### src/rtl/shl_load_pkg.sv
package shl_load_pkg;
  typedef enum logic [1:0] {
    OP_HOLD  = 2'd0,
    OP_SHIFT = 2'd1,
    OP_LOAD  = 2'd2
  } shl_op_e;
endpackage

### src/rtl/shl_load_ctrl.sv
module shl_load_ctrl
  import shl_load_pkg::*;
(
  input  logic    load_i,
  input  logic    shift_i,
  output shl_op_e op_o
);
  // load outranks shift
  always_comb begin
    if (load_i)       op_o = OP_LOAD;
    else if (shift_i) op_o = OP_SHIFT;
    else              op_o = OP_HOLD;
  end
endmodule

### src/rtl/shl_load_slice.sv
module shl_load_slice
  import shl_load_pkg::*;
(
  input  shl_op_e op_i,
  input  logic    cur_i,
  input  logic    par_i,
  input  logic    low_i,
  output logic    nxt_o
);
  always_comb begin
    unique case (op_i)
      OP_LOAD:  nxt_o = par_i;
      OP_SHIFT: nxt_o = low_i;
      default:  nxt_o = cur_i;
    endcase
  end
endmodule

### src/rtl/shl_load_reg.sv
module shl_load_reg
  import shl_load_pkg::*;
#(
  parameter int unsigned N = 8
) (
  input  logic         clk_i,
  input  logic         rst_ni,
  input  logic         load_i,
  input  logic         shift_i,
  input  logic         ser_i,
  input  logic [N-1:0] par_i,
  output logic [N-1:0] q_o
);
  localparam int unsigned MSB = N - 1;

  shl_op_e      op;
  logic [MSB:0] q_q;
  logic [MSB:0] q_d;

  shl_load_ctrl u_ctrl (
    .load_i  (load_i),
    .shift_i (shift_i),
    .op_o    (op)
  );

  for (genvar i = 0; i < N; i++) begin : g_slice
    logic low;
    if (i == 0) begin : g_lsb
      assign low = ser_i;
    end else begin : g_upper
      assign low = q_q[i-1];
    end
    shl_load_slice u_slice (
      .op_i  (op),
      .cur_i (q_q[i]),
      .par_i (par_i[i]),
      .low_i (low),
      .nxt_o (q_d[i])
    );
  end

  always_ff @(posedge clk_i or negedge rst_ni) begin
    if (!rst_ni) q_q <= '0;
    else         q_q <= q_d;
  end

  assign q_o = q_q;
endmodule

### config.mk
export PLATFORM = sky130hd
export DESIGN_NAME = shl_load_reg
export DESIGN_NICKNAME = d
export VERILOG_FILES = /design/src/rtl/shl_load_pkg.sv /design/src/rtl/shl_load_ctrl.sv /design/src/rtl/shl_load_slice.sv /design/src/rtl/shl_load_reg.sv
export SDC_FILE = /design/constraint.sdc
export NUM_CORES = 1
export LEC_CHECK = 0
export ABC_CLOCK_PERIOD_IN_PS = 2070
export BUFFER_PORTS_ARGS = -buffer_cell sky130_fd_sc_hd__buf_2
export CAP_MARGIN = 20
export CORE_MARGIN = 3
export CORE_UTILIZATION = 25
export CTS_CLUSTER_SIZE = 24
export DETAILED_ROUTE_END_ITERATION = 12
export PLACE_DENSITY_LB_ADDON = 0.2
export SYNTH_ARGS = -nofsm -noshare
export SYNTH_HDL_FRONTEND = slang
export SYNTH_SLANG_ARGS = --single-unit
### constraint.sdc
create_clock -name clk_i -period 2.07 [get_ports clk_i]
set_input_delay 0.1035 -clock clk_i [delete_from_list [all_inputs] [get_ports clk_i]]
set_output_delay 0.1035 -clock clk_i [all_outputs]
set_load 0.02 [all_outputs]
==> results of run 1 <==
[path summary, 6_finish.rpt]
check / start / to / slack (ns) / depth (start not counted)
worst min-delay path: par_i[0] / q_o[0]$_DFFE_PN0P_ / 0.07 / 3
max in group asynchronous: rst_ni / q_o[5]$_DFFE_PN0P_ / 1.68 / 2
min in group asynchronous: rst_ni / q_o[4]$_DFFE_PN0P_ / 0.22 / 2
worst max register to register: q_o[4]$_DFFE_PN0P_ / q_o[5]$_DFFE_PN0P_ / 1.33 / 2
worst max-delay path: q_o[1]$_DFFE_PN0P_ / q_o[1] / 1.16 / 1
worst min register to register: q_o[7]$_DFFE_PN0P_ / q_o[7]$_DFFE_PN0P_ / 0.56 / 2
[cell usage after synthesis, drive strengths merged]
master	number
buf	10
nand2	8
dfrtp	8
mux2i	8
o21ai	8
[power by group through the flow]
stage	Clock (uW)	Sequential [uW]	Combinational, uW
3_5_place_dp	0	187	85.2
4_1_cts	120	185	86.6
6_report	115	184	84.7
5_1_grt	127	187	92.9
3_3_place_gp	0	187	84.8
2_1_floorplan	0	184	76.8
[through the flow]
stage / util / area [um2] / power (uW) / std cells / hold WS [ns]
floorplan: - / 433 / 261 / 42 / -0.192
global placement: 0.302 / 470 / 272 / 68 / -0.0409
detailed placement: 0.302 / 470 / 273 / 68 / -0.0455
CTS: 0.323 / 503 / 391 / 72 / 0.0646
global route: 0.323 / 503 / 406 / 72 / 0.0695
finish: 0.323 / 503 / 384 / 72 / 0.0684
[worst register-to-register path, stage by stage (launching register included)]
cell and delay, ns:
dfrtp_1 0.39, mux2i_1 0.15, o21ai_1 0.08
[what timing repair did]
item / in CTS / in global routing
hold buffers: 1 / 0
hold endpoints to repair: 8 / 0
gates resized for setup: 0 / 0
[layer usage]
layer / GRT usage / routed length [um] / up-vias
met5: 0 / 0 / -
met2: 0.110 / 360 / 12
met1: 0.108 / 353 / 150
li1: - / - / 162
met4: 0.0645 / 10 / 0
met3: 0.0226 / 75 / 2
[cell families (layout without fill, tap and decap cells)]
| kind of cell | after synthesis | after routing |
|---|---|---|
| simple gates | 8 | 8 |
| compound gates | 8 | 8 |
| mux | 8 | 8 |
| flops | 8 | 8 |
| buf+inv | 10 | 24 |
[cell type report]
| type | count | area [um2] |
|---|---|---|
| Timing Repair Buffer | 21 | 110 |
| Sequential cell | 8 | 200 |
| Multi-Input combinational cell | 24 | 150 |
| Clock buffer | 3 | 22.5 |
| Tap cell | 16 | 20.0 |
| Fill cell | 168 | 1060 |
==> impl_metrics.yaml, run 1 <==
layout:
  mostFrequentLayoutCells: "buf_2, mux2i_1, nand2_1, o21ai_1, dfrtp_1"
  final_nets: 71
  diodes: 0
  final_common_cell: "buf_2"
  largest_reg_flops: 8
  drive_above_1_share: 0.411
  syn_to_final_growth_pct: 16.2
timing:
  setup_slack_ns: 1.16
  fin_skew_ns: 0.00340
  final-hold-violation-count: 0
  period_needed_ns: 0.909
  slew_viol_final: 0
  fin_crit_sh: 0.439
  setup_violations: 0
  relSlewSlack: 0.831
  max_freq_mhz: 1100
  rsz0062_at_grt: "false"
  timing.setup.tns_ns: 0
  tightest_slew_ns: 0.254
clock_tree:
  clockRootBuffer: "clkbuf_4"
  cts_buffers: 3
  cts_htree_levels: 1
  clock-sinks: 8
  cts_setup_buffers: 0
  cts_tree: "done"
  clk-insertion-delay-late_ns: 0.24
  path_clk_slew_ns: 0.05
  clockBufferDepth: 2
floorplanning:
  die_y_um: 47.6
  num_rows: 14
  die_width_um: 47.6
  boundaryPins: 21
  die-area_um2: 2270
  start_util: 0.278
  core_area_um2: 1560
logic_synthesis:
  syn_area_per_cell_um2: 10.3
  syn-instance-count: 42
  synth.cell_area_um2: 433
  synthSimpleGateAreaFrac: 0.0694
  synth_top_area_cell: "dfrtp_1"
  synth_top_area_frac: 0.462
  synth_compound_area_frac: 0.0925
  synth_adder_area_share: 0
  synthXorXnorAreaFrac: 0
  yosysUniqueCellTypes: 6
  yosysWarnings: 0
  synth_top_family_by_area: "buffers and inverters"
  seq_area_frac_synth: 0.462
  synth-seq-cells: 8
  synth.area.top_cells: "dfrtp_1, mux2i_1, buf_4"
  muxShareOfSynthArea: 0.185
  syn-num-nets: 55
critical_path:
  arrival_ns: 0.81
  crit_family: "flip-flops"
  cp-start-kind: "register"
  path_class: "reg -> out"
  endpoint_kind: "primary output"
  required_ns: 1.97
  worst_path_max_delay_cell: "dfrtp_1"
  path_buf_inv: 1
  cp_cell_sequence: "buf_2"
  critPathMaxFanout: 3
  critical_path.max_stage_delay_ns: 0.39
placed_design:
  gp_congestion: 0.628
  io_buffers: 20
  pre_cts_slack_ns: 1.29
global_route:
  grt_pass1_vias: 280
  grt_max_degree: 17
  grt_pass1_wl_mm: 1.22
  antenna_found_initial: 0
  grt_usage: 0.0814
  grt_overflow: 0
route:
  drt_first_pass_iters: 1
  wl_per_cell_um: 11.1
  ant_nets: 0
  drtIter0Drc: 0
  routed_wl_um: 799
  vias_per_cell: 4.53
  vias: 326
  remaining_drc_errors: 0
job:
  drv_cap: 0
pwr:
  p_int_uw: 274
  comb_power_share: 0.221
  clkPwrFrac: 0.300
  ir_drop_mv: 0.298
  p_per_area_nw_per_um2: 763
  switching_power_uw: 110
  switching_share: 0.286
  p_leak_uw: 0.000271
  pwr-share-seq: 0.479
hold_path:
  min_path_type: "in -> reg"
run_status:
  outcome: "finished, final reports clean"
Power figures use the tool's default switching activity.
==> inputs of run 2 (changes only) <==
--- a/config.mk
+++ b/config.mk
@@ -5,7 +5,7 @@
 export SDC_FILE = /design/constraint.sdc
 export NUM_CORES = 1
 export LEC_CHECK = 0
-export ABC_CLOCK_PERIOD_IN_PS = 2070
+export ABC_CLOCK_PERIOD_IN_PS = 800
 export BUFFER_PORTS_ARGS = -buffer_cell sky130_fd_sc_hd__buf_2
 export CAP_MARGIN = 20
 export CORE_MARGIN = 3
==> constraint.sdc (replaced) <==
create_clock -name clk_i -period 0.8 [get_ports clk_i]
set_input_delay 0.04 -clock clk_i [delete_from_list [all_inputs] [get_ports clk_i]]
set_output_delay 0.04 -clock clk_i [all_outputs]
set_load 0.02 [all_outputs]
==> run 2 against run 1 <==
The run now ends with negative setup slack left. Cell count grew 5.6%. First-iteration DRC count did not move. Register-to-register slack worse by 1.4 ns. Highest routed layer is now met3. Core utilization is 5.4 points higher. Critical path depth unchanged. Routed wire length up 4.9%. Power grew to 2.8 times the previous value. Flip-flop and latch count stayed put.
==> impl_metrics.yaml, run 2 (same netlist as run 1, synthesis figures left out) <==
timing:
  max_freq_mhz: 1180
  fin_skew_ns: 0.00357
  final-hold-violation-count: 0
  holdWs_ns: 0.00420
  fin_crit_sh: 1.06
  rsz0062_at_grt: "true"
  setup_violations: 9
  relSlewSlack: 0.831
  slew_viol_final: 0
  period_needed_ns: 0.849
  setup_slack_ns: -0.0488
  tightest_slew_ns: 0.254
run_status:
  violations: "negative setup slack"
  outcome: "finished, violations left"
critical_path:
  cp-start-kind: "register"
  critPathMaxFanout: 3
  path_depth: 1
  worst_path_max_delay_cell: "dfrtp_1"
  reg2regPathDepth: 3
  path_buf_inv: 1
  arrival_ns: 0.81
  path_class: "reg -> out"
  critical_path.max_stage_delay_ns: 0.40
  cp_cell_sequence: "buf_4"
  required_ns: 0.76
  crit_family: "flip-flops"
  r2r_start: "q_o[3]$_DFFE_PN0P_"
  startpoint: "q_o[3]$_DFFE_PN0P_"
  endpoint_kind: "primary output"
layout:
  largest_reg_flops: 8
  final_nets: 75
  final_common_cell: "buf_2"
  final_cells: 76
  syn_to_final_growth_pct: 35.5
  drive_above_1_share: 0.400
  mostFrequentLayoutCells: "buf_2, mux2i_1, nand2_1, o21ai_1, dfrtp_1"
  diodes: 0
  finish.utilization: 0.376
clock_tree:
  clockBufferDepth: 2
  clockRootBuffer: "clkbuf_4"
  cts_buffers: 3
  clock-sinks: 8
  path_clk_slew_ns: 0.05
  clk-insertion-delay-late_ns: 0.25
  cts_htree_levels: 1
  cts_tree: "done"
route:
  drt_first_pass_iters: 1
  vias: 330
  ant_nets: 0
  remaining_drc_errors: 0
  vias_per_cell: 4.34
  routed_wl_um: 838
  wl_per_cell_um: 11.0
  drtIter0Drc: 0
hold_path:
  min_delay_path_depth: 3
  min_from: "par_i[3]"
  min_path_type: "in -> reg"
placed_design:
  io_buffers: 20
  pre_cts_slack_ns: 0.0666
  place_inst: 68
  gp_congestion: 0.654
floorplanning:
  boundaryPins: 21
  num_rows: 14
  die-area_um2: 2270
  start_util: 0.278
  core_area_um2: 1560
  die_y_um: 47.6
  die_width_um: 47.6
global_route:
  grt_usage: 0.0881
  grt_pass1_vias: 321
  grt_overflow: 0
  grt_max_degree: 17
  grt_pass1_wl_mm: 1.33
  antenna_found_initial: 0
job:
  drv_cap: 0
pwr:
  p_per_area_nw_per_um2: 1820
  p_leak_uw: 0.000302
  ir_drop_mv: 0.774
run 2: where the power goes:
group	switching (uW)	internal [uW]	total, uW	leakage, uW
clock	129	171	300	0.0000138
combinational	130	152	282	0.000191
sequential	38.3	447	485	0.0000972
total	297	769	1070	0.000302
run 2: final timing paths:
check	end	slack (ns)
max reg2reg	q_o[3]$_DFFE_PN0P_	-0.03
min reg2reg	q_o[7]$_DFFE_PN0P_	0.59
min	q_o[3]$_DFFE_PN0P_	0.004
max	q_o[3]	-0.05
min in group asynchronous	q_o[1]$_DFFE_PN0P_	0.16
max in group asynchronous	q_o[4]$_DFFE_PN0P_	0.48
run 2: metrics by stage:
step	power (uW)	cell area, um2	setup TNS, ns
after floorplan	675	433	0
after global placement	705	470	0
after detailed placement	704	470	0
after CTS	1080	574	-0.357
after global routing	1150	587	-0.663
final	1070	587	-0.252
run 2: area by class of cell:
class                      count  area, um2
tap                           16       20.0
multi-input combinational     24        150
timing repair buffer          25        194
fill                         156        972
clock buffer                   3       22.5
sequential                     8        200
run 2: per-layer routing:
metal / global-route usage / vias up / wire (um)
li1: - / 169 / -
met1: 0.100 / 147 / 383
met5: 0 / - / 0
met3: 0.0602 / 0 / 78
met2: 0.131 / 14 / 376
met4: 0.0323 / 0 / 0
run 2: timing repair:
item | in CTS | in global routing
endpoints found under the hold margin | 10 | 1
pin swaps | 0 | 0
endpoints found under the setup margin | 8 | 11
resized for setup | 14 | 1
hold buffers | 3 | 1
cloned | 0 | 0
setup buffers | 1 | 0
==> inputs of run 3 (changes only) <==
--- a/config.mk
+++ b/config.mk
@@ -7,12 +7,12 @@
 export LEC_CHECK = 0
 export ABC_CLOCK_PERIOD_IN_PS = 800
 export BUFFER_PORTS_ARGS = -buffer_cell sky130_fd_sc_hd__buf_2
-export CAP_MARGIN = 20
+export CAP_MARGIN = 30
 export CORE_MARGIN = 3
 export CORE_UTILIZATION = 25
 export CTS_CLUSTER_SIZE = 24
 export DETAILED_ROUTE_END_ITERATION = 12
-export PLACE_DENSITY_LB_ADDON = 0.2
+export PLACE_DENSITY = 0.51
 export SYNTH_ARGS = -nofsm -noshare
 export SYNTH_HDL_FRONTEND = slang
 export SYNTH_SLANG_ARGS = --single-unit
==> run 3 against run 2 <==
Worst hold slack better by 0.0099 ns. Die area unchanged. Core utilization grew 0.48 points. Global-route usage is 0.070 points lower. The flow still finishes with violations (negative setup slack). Setup slack gained 0.015 ns.
==> impl_metrics.yaml, run 3 (same netlist as run 1, synthesis figures left out) <==
pwr:
  p_per_area_nw_per_um2: 1800
  finalPower_uw: 1070
  p_leak_uw: 0.000304
  ir_drop_mv: 1.18
critical_path:
  r2r_setup_slack_ns: -0.03
  path_buf_inv: 1
  cp-start-kind: "register"
  path_class: "reg -> out"
  arrival_ns: 0.79
  endpoint_kind: "primary output"
  cp_cell_sequence: "buf_6"
  r2r_start: "q_o[1]$_DFFE_PN0P_"
  reg2regPathDepth: 3
  worst_path_max_delay_cell: "dfrtp_1"
  critPathMaxFanout: 3
  rr_endpoint: "q_o[1]$_DFFE_PN0P_"
  crit_family: "flip-flops"
  required_ns: 0.76
  critical_path.max_stage_delay_ns: 0.41
job:
  drv_cap: 0
timing:
  holdWs_ns: 0.0141
  rsz0062_at_grt: "true"
  fin_crit_sh: 1.04
  final-hold-violation-count: 0
  timing.setup.tns_ns: -0.216
  relSlewSlack: 0.824
  period_needed_ns: 0.834
  setup_slack_ns: -0.0337
  max_freq_mhz: 1200
  tightest_slew_ns: 0.265
  setup_violations: 9
  slew_viol_final: 0
  fin_skew_ns: 0.00465
route:
  drtIter0Drc: 7
  drt_first_pass_iters: 2
  vias_per_cell: 4.45
  wl_per_cell_um: 10.9
  routed_wl_um: 825
  ant_nets: 0
  remaining_drc_errors: 0
  vias: 338
layout:
  finish.utilization: 0.381
  mostFrequentLayoutCells: "buf_2, buf_6"
  diodes: 0
  syn_to_final_growth_pct: 37.3
  final_common_cell: "buf_2"
  largest_reg_flops: 8
  drive_above_1_share: 0.400
  final_nets: 75
floorplanning:
  boundaryPins: 21
  die_width_um: 47.6
  die_y_um: 47.6
  core_area_um2: 1560
  start_util: 0.278
  num_rows: 14
  die-area_um2: 2270
global_route:
  grt_overflow: 0
  antenna_found_initial: 0
  grt_pass1_vias: 315
  grt_max_degree: 17
  grt_pass1_wl_mm: 1.34
  grt_usage: 0.0874
hold_path:
  min_path_type: "in -> reg"
  min_delay_path_depth: 3
  min_from: "par_i[5]"
  whs_endpoint: "q_o[5]$_DFFE_PN0P_"
placed_design:
  io_buffers: 20
  gp_congestion: 0.660
clock_tree:
  cts_tree: "done"
  clk-insertion-delay-late_ns: 0.24
  cts_buffers: 3
  clockBufferDepth: 2
  path_clk_slew_ns: 0.05
  clockRootBuffer: "clkbuf_4"
  cts_htree_levels: 1
  clock-sinks: 8
run_status:
  violations: "negative setup slack"
  outcome: "finished, violations left"
==> run 3: cell counts in the layout (fill, tap and decap cells not counted) <==
No cell type changed its count.
==> run 3: area by class of cell <==
type                    count  area (um2)
fillers                   168         965
flip-flops and latches      8         200
well taps                  16        20.0
multi-input cells          24         150
clock buffers               3        22.5
repair buffers             25         201
==> run 3: power by group <==
part           switching, uW  leakage, uW  total [uW]  internal (uW)
sequential              37.5    0.0000972         484            447
clock                    119    0.0000138         290            170
combinational            135     0.000193         293            158
==> run 3: stage by stage <==
step | setup WS, ns | cells | area (um2)
2_1_floorplan | 0.133 | 42 | 433
3_3_place_gp | 0.0771 | 68 | 470
5_1_grt | -0.0846 | 76 | 594
4_1_cts | -0.0491 | 76 | 591
3_5_place_dp | 0.0733 | 68 | 470
6_report | -0.0337 | 76 | 594
==> run 3: timing repair <==
item / 4_1_cts / 5_1_grt
hold buffers: 4 / 0
hold endpoints to repair: 11 / 0
gates resized for setup: 16 / 1
setup endpoints to repair: 8 / 13
pin swaps: 0 / 1
setup buffers: 1 / 0
==> run 3: layer usage <==
metal | part of all wire | GRT usage | up-vias
met3 | 0.078 | 0.0564 | 0
li1 | - | - | 172
met2 | 0.45 | 0.134 | 11
met4 | 0 | 0.0161 | 0
met1 | 0.47 | 0.105 | 155
met5 | 0 | 0 | -
==> run 3: worst max-delay path by stage <==
stage | start | to | slack, ns | cells after the start
global placement | q_o[5]$_DFFE_PN0P_ | q_o[5]$_DFFE_PN0P_ | 0.08 | 2
CTS | q_o[5]$_DFFE_PN0P_ | q_o[5] | -0.05 | 1
finish | q_o[5]$_DFFE_PN0P_ | q_o[5] | -0.03 | 1
floorplan | q_o[0]$_DFFE_PN0P_ | q_o[1]$_DFFE_PN0P_ | 0.13 | 2
global route | q_o[1]$_DFFE_PN0P_ | q_o[2]$_DFFE_PN0P_ | -0.08 | 3
detailed placement | q_o[5]$_DFFE_PN0P_ | q_o[6]$_DFFE_PN0P_ | 0.07 | 2
